<file path="config.mk">
export PLATFORM = sky130hd
export DESIGN_NAME = pin_irq_qualifier
export DESIGN_NICKNAME = d
export VERILOG_FILES = /design/src/rtl/irq_qual_pkg.sv /design/src/rtl/irq_mode_bank.sv /design/src/rtl/irq_snap_store.sv /design/src/rtl/irq_qual_logic.sv /design/src/rtl/irq_event_seq.sv /design/src/rtl/pin_irq_qualifier.sv
export SDC_FILE = /design/constraint.sdc
export NUM_CORES = 1
export LEC_CHECK = 0
export ABC_AREA = 1
export BUFFER_PORTS_ARGS = -buffer_cell sky130_fd_sc_hd__buf_2
export CAP_MARGIN = 30
export CORE_MARGIN = 10
export CORE_UTILIZATION = 55
export CTS_CLUSTER_SIZE = 10
export DETAILED_ROUTE_END_ITERATION = 7
export PLACE_DENSITY_LB_ADDON = 0.05
export SYNTH_ARGS = -nofsm -noshare
export SYNTH_HDL_FRONTEND = slang
export SYNTH_HIERARCHICAL = 1
export SYNTH_SLANG_ARGS = --single-unit
</file>
<file path="constraint.sdc">
create_clock -name clk -period 6.62 [get_ports clk]
set_input_delay 1.324 -clock clk [delete_from_list [all_inputs] [get_ports clk]]
set_output_delay 1.324 -clock clk [all_outputs]
set_load 0.02 [all_outputs]
</file>
<file path="src/rtl/irq_qual_pkg.sv">
package irq_qual_pkg;
  localparam int SEL_W     = 3;
  localparam int NUM_MODES = 5;

  typedef enum logic [SEL_W-1:0] {
    SEL_RISE = 3'd0,
    SEL_FALL = 3'd1,
    SEL_HIGH = 3'd2,
    SEL_LOW  = 3'd3,
    SEL_EN   = 3'd4
  } cfg_sel_e;
endpackage

</file>
<file path="src/rtl/irq_mode_bank.sv">
module irq_mode_bank
  import irq_qual_pkg::*;
#(
  parameter int PINS   = 8,
  parameter int GROUPS = 4,
  parameter int GW     = 2
) (
  input  logic                             clk,
  input  logic                             rst,
  input  logic                             we,
  input  logic [GW-1:0]                    wgrp,
  input  logic [SEL_W-1:0]                 sel,
  input  logic [PINS-1:0]                  mask,
  input  logic [PINS-1:0]                  data,
  input  logic [GW-1:0]                    rgrp,
  output logic [NUM_MODES-1:0][PINS-1:0]   mode_o
);
  // One small register file per mode; same write port shape for each.
  for (genvar m = 0; m < NUM_MODES; m++) begin : g_mode
    logic [PINS-1:0] mem [GROUPS];

    always_ff @(posedge clk) begin
      if (rst) begin
        for (int g = 0; g < GROUPS; g++) mem[g] <= '0;
      end else if (we && sel == SEL_W'(m)) begin
        mem[wgrp] <= (mem[wgrp] & ~mask) | (data & mask);
      end
    end

    assign mode_o[m] = mem[rgrp];
  end
endmodule

</file>
<file path="src/rtl/irq_snap_store.sv">
module irq_snap_store #(
  parameter int PINS   = 8,
  parameter int GROUPS = 4,
  parameter int GW     = 2
) (
  input  logic            clk,
  input  logic            rst,
  input  logic            we,
  input  logic [GW-1:0]   grp,
  input  logic [PINS-1:0] wdata,
  output logic [PINS-1:0] rdata
);
  logic [PINS-1:0] snap [GROUPS];

  always_ff @(posedge clk) begin
    if (rst) begin
      for (int g = 0; g < GROUPS; g++) snap[g] <= '0;
    end else if (we) begin
      snap[grp] <= wdata;
    end
  end

  // Read and write share the group address; the read sees the old value.
  assign rdata = snap[grp];
endmodule

</file>
<file path="src/rtl/irq_qual_logic.sv">
module irq_qual_logic #(
  parameter int PINS = 8
) (
  input  logic [PINS-1:0] lvl,
  input  logic [PINS-1:0] snap,
  input  logic [PINS-1:0] rise,
  input  logic [PINS-1:0] fall,
  input  logic [PINS-1:0] high,
  input  logic [PINS-1:0] low,
  input  logic [PINS-1:0] stat,
  input  logic [PINS-1:0] en,
  output logic [PINS-1:0] pend
);
  logic [PINS-1:0] moved;
  logic [PINS-1:0] edge_hit;
  logic [PINS-1:0] level_hit;

  always_comb begin
    moved     = lvl ^ snap;
    edge_hit  = moved & ((rise & lvl) | (fall & ~lvl));
    level_hit = (high & lvl) | (low & ~lvl);
    pend      = (edge_hit | level_hit) & stat & en;
  end
endmodule

</file>
<file path="src/rtl/irq_event_seq.sv">
module irq_event_seq #(
  parameter int PINS  = 8,
  parameter int IDX_W = 5
) (
  input  logic             clk,
  input  logic             rst,
  input  logic             load,
  input  logic [IDX_W-1:0] base,
  input  logic [PINS-1:0]  vec,
  input  logic             ack,
  output logic             valid_o,
  output logic [IDX_W-1:0] idx_o
);
  localparam int BW = (PINS > 1) ? $clog2(PINS) : 1;

  function automatic logic [BW-1:0] low_bit(input logic [PINS-1:0] v);
    logic [BW-1:0] r;
    r = '0;
    for (int i = PINS - 1; i >= 0; i--) begin
      if (v[i]) r = BW'(i);
    end
    return r;
  endfunction

  logic             vld_q;
  logic [IDX_W-1:0] idx_q;
  logic [IDX_W-1:0] base_q;
  logic [PINS-1:0]  rem_q;

  always_ff @(posedge clk) begin
    if (rst) begin
      vld_q  <= 1'b0;
      idx_q  <= '0;
      base_q <= '0;
      rem_q  <= '0;
    end else if (load && !vld_q) begin
      vld_q  <= |vec;
      idx_q  <= base + IDX_W'(low_bit(vec));
      base_q <= base;
      rem_q  <= vec & (vec - 1'b1);
    end else if (vld_q && ack) begin
      if (|rem_q) begin
        idx_q <= base_q + IDX_W'(low_bit(rem_q));
        rem_q <= rem_q & (rem_q - 1'b1);
      end else begin
        vld_q <= 1'b0;
      end
    end
  end

  assign valid_o = vld_q;
  assign idx_o   = idx_q;

  // presented event holds until acknowledged
  a_r12_hold_until_ack: assert property (@(posedge clk) disable iff (rst)
    (vld_q && !ack) |=> (vld_q && $stable(idx_q)));

  // within one burst the indices strictly increase
  a_r12_ascending: assert property (@(posedge clk) disable iff (rst)
    (vld_q && ack && (|rem_q)) |=> (vld_q && idx_q > $past(idx_q)));

  // no new burst is loaded while one is outstanding
  a_r13_no_load_busy: assert property (@(posedge clk) disable iff (rst)
    (vld_q && load) |=> $stable(base_q));
endmodule

</file>
<file path="src/rtl/pin_irq_qualifier.sv">
module pin_irq_qualifier
  import irq_qual_pkg::*;
#(
  parameter int PINS   = 8,
  parameter int GROUPS = 4,
  localparam int GW    = (GROUPS > 1) ? $clog2(GROUPS) : 1,
  localparam int IDX_W = (GROUPS * PINS > 1) ? $clog2(GROUPS * PINS) : 1
) (
  input  logic             clk,
  input  logic             rst,
  input  logic             cfg_we_i,
  input  logic [GW-1:0]    cfg_grp_i,
  input  logic [SEL_W-1:0] cfg_sel_i,
  input  logic [PINS-1:0]  cfg_mask_i,
  input  logic [PINS-1:0]  cfg_data_i,
  input  logic             eval_i,
  input  logic             upd_i,
  input  logic [GW-1:0]    grp_i,
  input  logic [PINS-1:0]  lvl_i,
  input  logic [PINS-1:0]  stat_i,
  output logic [PINS-1:0]  pend_o,
  output logic             ev_valid_o,
  output logic [IDX_W-1:0] ev_idx_o,
  input  logic             ev_ack_i
);
  logic [NUM_MODES-1:0][PINS-1:0] modes;
  logic [PINS-1:0]                snap;
  logic [PINS-1:0]                pend_c;
  logic [PINS-1:0]                pend_q;
  logic                           eval_ok;
  logic                           upd_ok;
  logic [IDX_W-1:0]               base;

  assign eval_ok = eval_i && !ev_valid_o;
  assign upd_ok  = upd_i && !ev_valid_o;
  assign base    = IDX_W'(grp_i) * IDX_W'(PINS);

  irq_mode_bank #(.PINS(PINS), .GROUPS(GROUPS), .GW(GW)) u_modes (
    .clk    (clk),
    .rst    (rst),
    .we     (cfg_we_i),
    .wgrp   (cfg_grp_i),
    .sel    (cfg_sel_i),
    .mask   (cfg_mask_i),
    .data   (cfg_data_i),
    .rgrp   (grp_i),
    .mode_o (modes)
  );

  irq_snap_store #(.PINS(PINS), .GROUPS(GROUPS), .GW(GW)) u_snap (
    .clk   (clk),
    .rst   (rst),
    .we    (upd_ok),
    .grp   (grp_i),
    .wdata (lvl_i),
    .rdata (snap)
  );

  irq_qual_logic #(.PINS(PINS)) u_qual (
    .lvl  (lvl_i),
    .snap (snap),
    .rise (modes[int'(SEL_RISE)]),
    .fall (modes[int'(SEL_FALL)]),
    .high (modes[int'(SEL_HIGH)]),
    .low  (modes[int'(SEL_LOW)]),
    .stat (stat_i),
    .en   (modes[int'(SEL_EN)]),
    .pend (pend_c)
  );

  always_ff @(posedge clk) begin
    if (rst)          pend_q <= '0;
    else if (eval_ok) pend_q <= pend_c;
  end

  assign pend_o = pend_q;

  irq_event_seq #(.PINS(PINS), .IDX_W(IDX_W)) u_seq (
    .clk     (clk),
    .rst     (rst),
    .load    (eval_ok),
    .base    (base),
    .vec     (pend_c),
    .ack     (ev_ack_i),
    .valid_o (ev_valid_o),
    .idx_o   (ev_idx_o)
  );

  // a nonzero qualified byte is accompanied by a presented event
  a_r14_event_follows: assert property (@(posedge clk) disable iff (rst)
    eval_ok |=> (ev_valid_o == (|pend_o)));

  // pending bits never escape status and enable gating
  a_r8_gated: assert property (@(posedge clk) disable iff (rst)
    eval_ok |=> ((pend_o & ~($past(stat_i) & $past(modes[int'(SEL_EN)]))) == '0));

  // a pin with no mode bits is never pending
  a_r9_no_mode: assert property (@(posedge clk) disable iff (rst)
    eval_ok |=> ((pend_o & ~($past(modes[int'(SEL_RISE)]) | $past(modes[int'(SEL_FALL)])
                            | $past(modes[int'(SEL_HIGH)]) | $past(modes[int'(SEL_LOW)]))) == '0));

  // evaluation requests while busy leave the pending byte alone
  a_r13_ignored: assert property (@(posedge clk) disable iff (rst)
    (eval_i && ev_valid_o) |=> $stable(pend_o));
endmodule

</file>
==> flow_summary.json <==
{
  "status": "complete, no violations",
  "fmax_mhz": 238.8,
  "numCtsBuffers": 26,
  "internal_power_uw": 2433,
  "synth.most_common_cell": "nand2_1",
  "skew_ns": 0.01168,
  "ant_nets": 0,
  "htree_levels": 1,
  "ctsHoldBuffers": 0,
  "start_util_pct": 55.56,
  "cp_top_family": "buffers and inverters",
  "rsz0062_at_grt": "no",
  "crit_arrival_ns": 4.65,
  "drive_above_1_share_pct": 10.57,
  "synth_cells": 1596,
  "vias": 11140,
  "p_sw_uw": 923.0,
  "pwr-share-seq_pct": 47.5,
  "drc": 0,
  "synth-seq-cells": 218,
  "power.density_mw_per_mm2": 246.9,
  "crit_path_max_fanout": 42,
  "insertedDiodeCount": 0,
  "maxCapViolCount": 0,
  "ctsResizeCount": 0,
  "track_usage_pct": 26.63,
  "cp-start-kind": "input port",
  "first_pass_iters": 7,
  "yosysSeqAreaShare_pct": 50.28,
  "whs_ns": 0.4774,
  "post-dp-hpwl_um": 25600,
  "fin_setup_tns_ns": 0,
  "gr-total-overflow": 0,
  "port_buffers": 58,
  "r2r-start": "u_modes/g_mode[2].mem[2][4]$_SDFFCE_PN0P_",
  "peakVddDrop_mv": 0.1984,
  "clockBufferDepth": 3,
  "place_congestion": 0.9175,
  "layoutNonFillerInstCount": 1931,
  "power_frac_comb_pct": 14.4,
  "hold_viol_final": 0,
  "path_buf_inv": 5,
  "viasPerCell": 5.769,
  "synth_cell_types": 33,
  "leakage_uw": 0.006069,
  "drt-initial-drc-count": 1382,
  "clk_pin_slew_ns": 0.06,
  "yosysTopAreaCellShare_pct": 46.12,
  "clk_latency_ns": 0.53,
  "synth_edf_count": 192,
  "ys_warn_count": 6,
  "cts-root-buf": "clkbuf_16",
  "worstSetupStartpoint": "grp_i[0]",
  "grt_pass1_vias": 10440,
  "routedWlPerCell_um": 20.41,
  "fin_nets": 1686,
  "synth_area_leader_cell": "edfxtp_1",
  "synthTopCellsByArea": "edfxtp_1 46%, nand2_1 13%, nor2_1 9.7%",
  "die-height_um": 170.8,
  "worstPathRequired_ns": 7.09,
  "nFillCells": 2066,
  "rows": 55,
  "post-cts-setup-buffers": 0,
  "cp_slowest_stage_delay_ns": 0.44,
  "hold_start": "pend_o[4]$_SDFFE_PP0P_",
  "io_pins": 59,
  "synth-async-reset-ratio_pct": 0,
  "hold_path_class": "reg -> reg",
  "grt_antenna_before_repair": 0,
  "synth_commonest_cells": "425 x nand2_1, 324 x nor2_1, 192 x edfxtp_1, 167 x inv_1, 131 x nand3_1",
  "die_width_um": 170.8,
  "grt_pass1_wl_um": 59840,
  "setup_viol": 0,
  "synth_area_mm2": 0.01250,
  "sw_frac_of_total_pct": 27.51,
  "clock_power_share_pct": 38.0,
  "slew_violations": 0,
  "wl_um": 39400,
  "syn_area_per_cell_um2": 7.833,
  "critPathKind": "in -> reg",
  "ys.flop_type": "edfxtp_1",
  "relSlewSlack_pct": 32.40,
  "die_area_mm2": 0.02916,
  "cts_tree": "done",
  "cts_sinks": 218,
  "grt_max_degree": 92,
  "areaGrowthSynthToFinish_pct": 8.697,
  "crit_slowest_cell": "fa_1",
  "worst_slew_pin_slew_ns": 1.014,
  "cp-end-kind": "register",
  "coreArea_mm2": 0.02250,
  "fin_crit_ns": 4.188,
  "placed_cells": 1890,
  "crit_chain": "buf_4 > inv_2 > buf_4 > o21ai_0 > o22ai_1 > nor2_2 > nand2_1 > nand2_1 > nor2_2 > nor2_1 > inv_1 > a21oi_1 > inv_1 > fa_1 > or2_1 > o21ai_1 > o21ai_1 > nor2_1",
  "fin_crit_sh_pct": 63.27
}
==> layout make-up <==
type                       instances  area, um^2  area share [%]
inverter                         179       681.9           5.018
tap                              285       356.6           2.624
timing repair buffer              72       410.4           3.020
sequential                       218        6286           46.26
multi-input combinational       1136        5124           37.70
clock buffer                      39       720.7           5.303
clock inverter                     2       10.01         0.07366
==> placed cells by master, fill, tap and decap left out <==
master	n
nor2_1	324
nand3_2	8
nand2_4	3
inv_6	2
conb_1	7
or2_1	1
or2_2	1
nor2_2	18
inv_1	167
o22ai_1	41
buf_4	14
o31ai_2	1
clkbuf_16	27
o211ai_1	2
dfxtp_1	26
buf_12	1
o21ai_0	71
nand4_2	10
nand2_1	425
nand3_1	131
clkinv_2	2
a21oi_1	34
nor2_4	4
nand2_2	9
edfxtp_1	192
buf_2	57
o21ai_1	25
nor2_8	1
fa_1	2
ha_1	6
nand4_1	2
inv_2	10
o31ai_1	4
a21oi_2	6
clkbuf_1	12
==> kinds of logic after synthesis <==
kind of cell    count (synthesis)  share of synthesized area, %
flops                         218                         50.28
simple gates                  937                         31.72
fa+ha+maj                       8                        0.9207
compound gates                184                         8.096
other cells                     1                       0.03000
buf+inv                       248                         8.957
==> metal layers <==
metal | part of all wire (%) | track usage, % | vias up
li1 | - | - | 5255
met1 | 39 | 33.77 | 5255
met2 | 48 | 45.50 | 522
met3 | 9.2 | 3.894 | 108
met4 | 4.0 | 9.153 | 0
met5 | 0 | 0 | -
==> per-stage QoR <==
stage | worst slack [ns] | util, % | power, uW | instance area (um^2)
after CTS | 2.520 | 60.39 | 3366 | 13590
after global placement | 2.079 | 57.11 | 2092 | 12850
after global routing | 2.176 | 60.39 | 3479 | 13590
after floorplan | 2.993 | - | 1948 | 12520
final | 2.432 | 60.39 | 3356 | 13590
after detailed placement | 1.974 | 57.14 | 2099 | 12860
==> registers in the layout, summed over array words and instances, names as in the netlist <==
signal	flops
u_snap/snap	32
u_seq/base_q	5
u_seq/idx_o	5
u_seq/valid_o	1
u_seq/rem_q	7
pend_o	8
u_modes/g_mode.mem	160
==> power groups by stage <==
stage | Clock (uW) | Combinational, uW | Sequential [uW]
after floorplan | 0 | 325 | 1620
after global placement | 0 | 471 | 1620
after detailed placement | 0 | 476 | 1620
after CTS | 1290 | 478 | 1590
after global routing | 1340 | 535 | 1600
final | 1280 | 485 | 1600
==> worst min-delay path, stage by stage, from the launching register on <==
cell,delay [ns]
dfxtp_1,0.32
nor2_1,0.04
nor2_1,0.08
==> final timing paths <==
path	endpoint	slack [ns]	depth (start not counted)
worst max-delay path	u_seq/idx_o[1]$_SDFFE_PP0P_	2.43	18
worst min-delay path	pend_o[4]$_SDFFE_PP0P_	0.48	2
worst max register to register	u_seq/idx_o[1]$_SDFFE_PP0P_	3.76	15
worst min register to register	pend_o[4]$_SDFFE_PP0P_	0.48	2
Note: power is estimated with default switching activity, not from simulation.
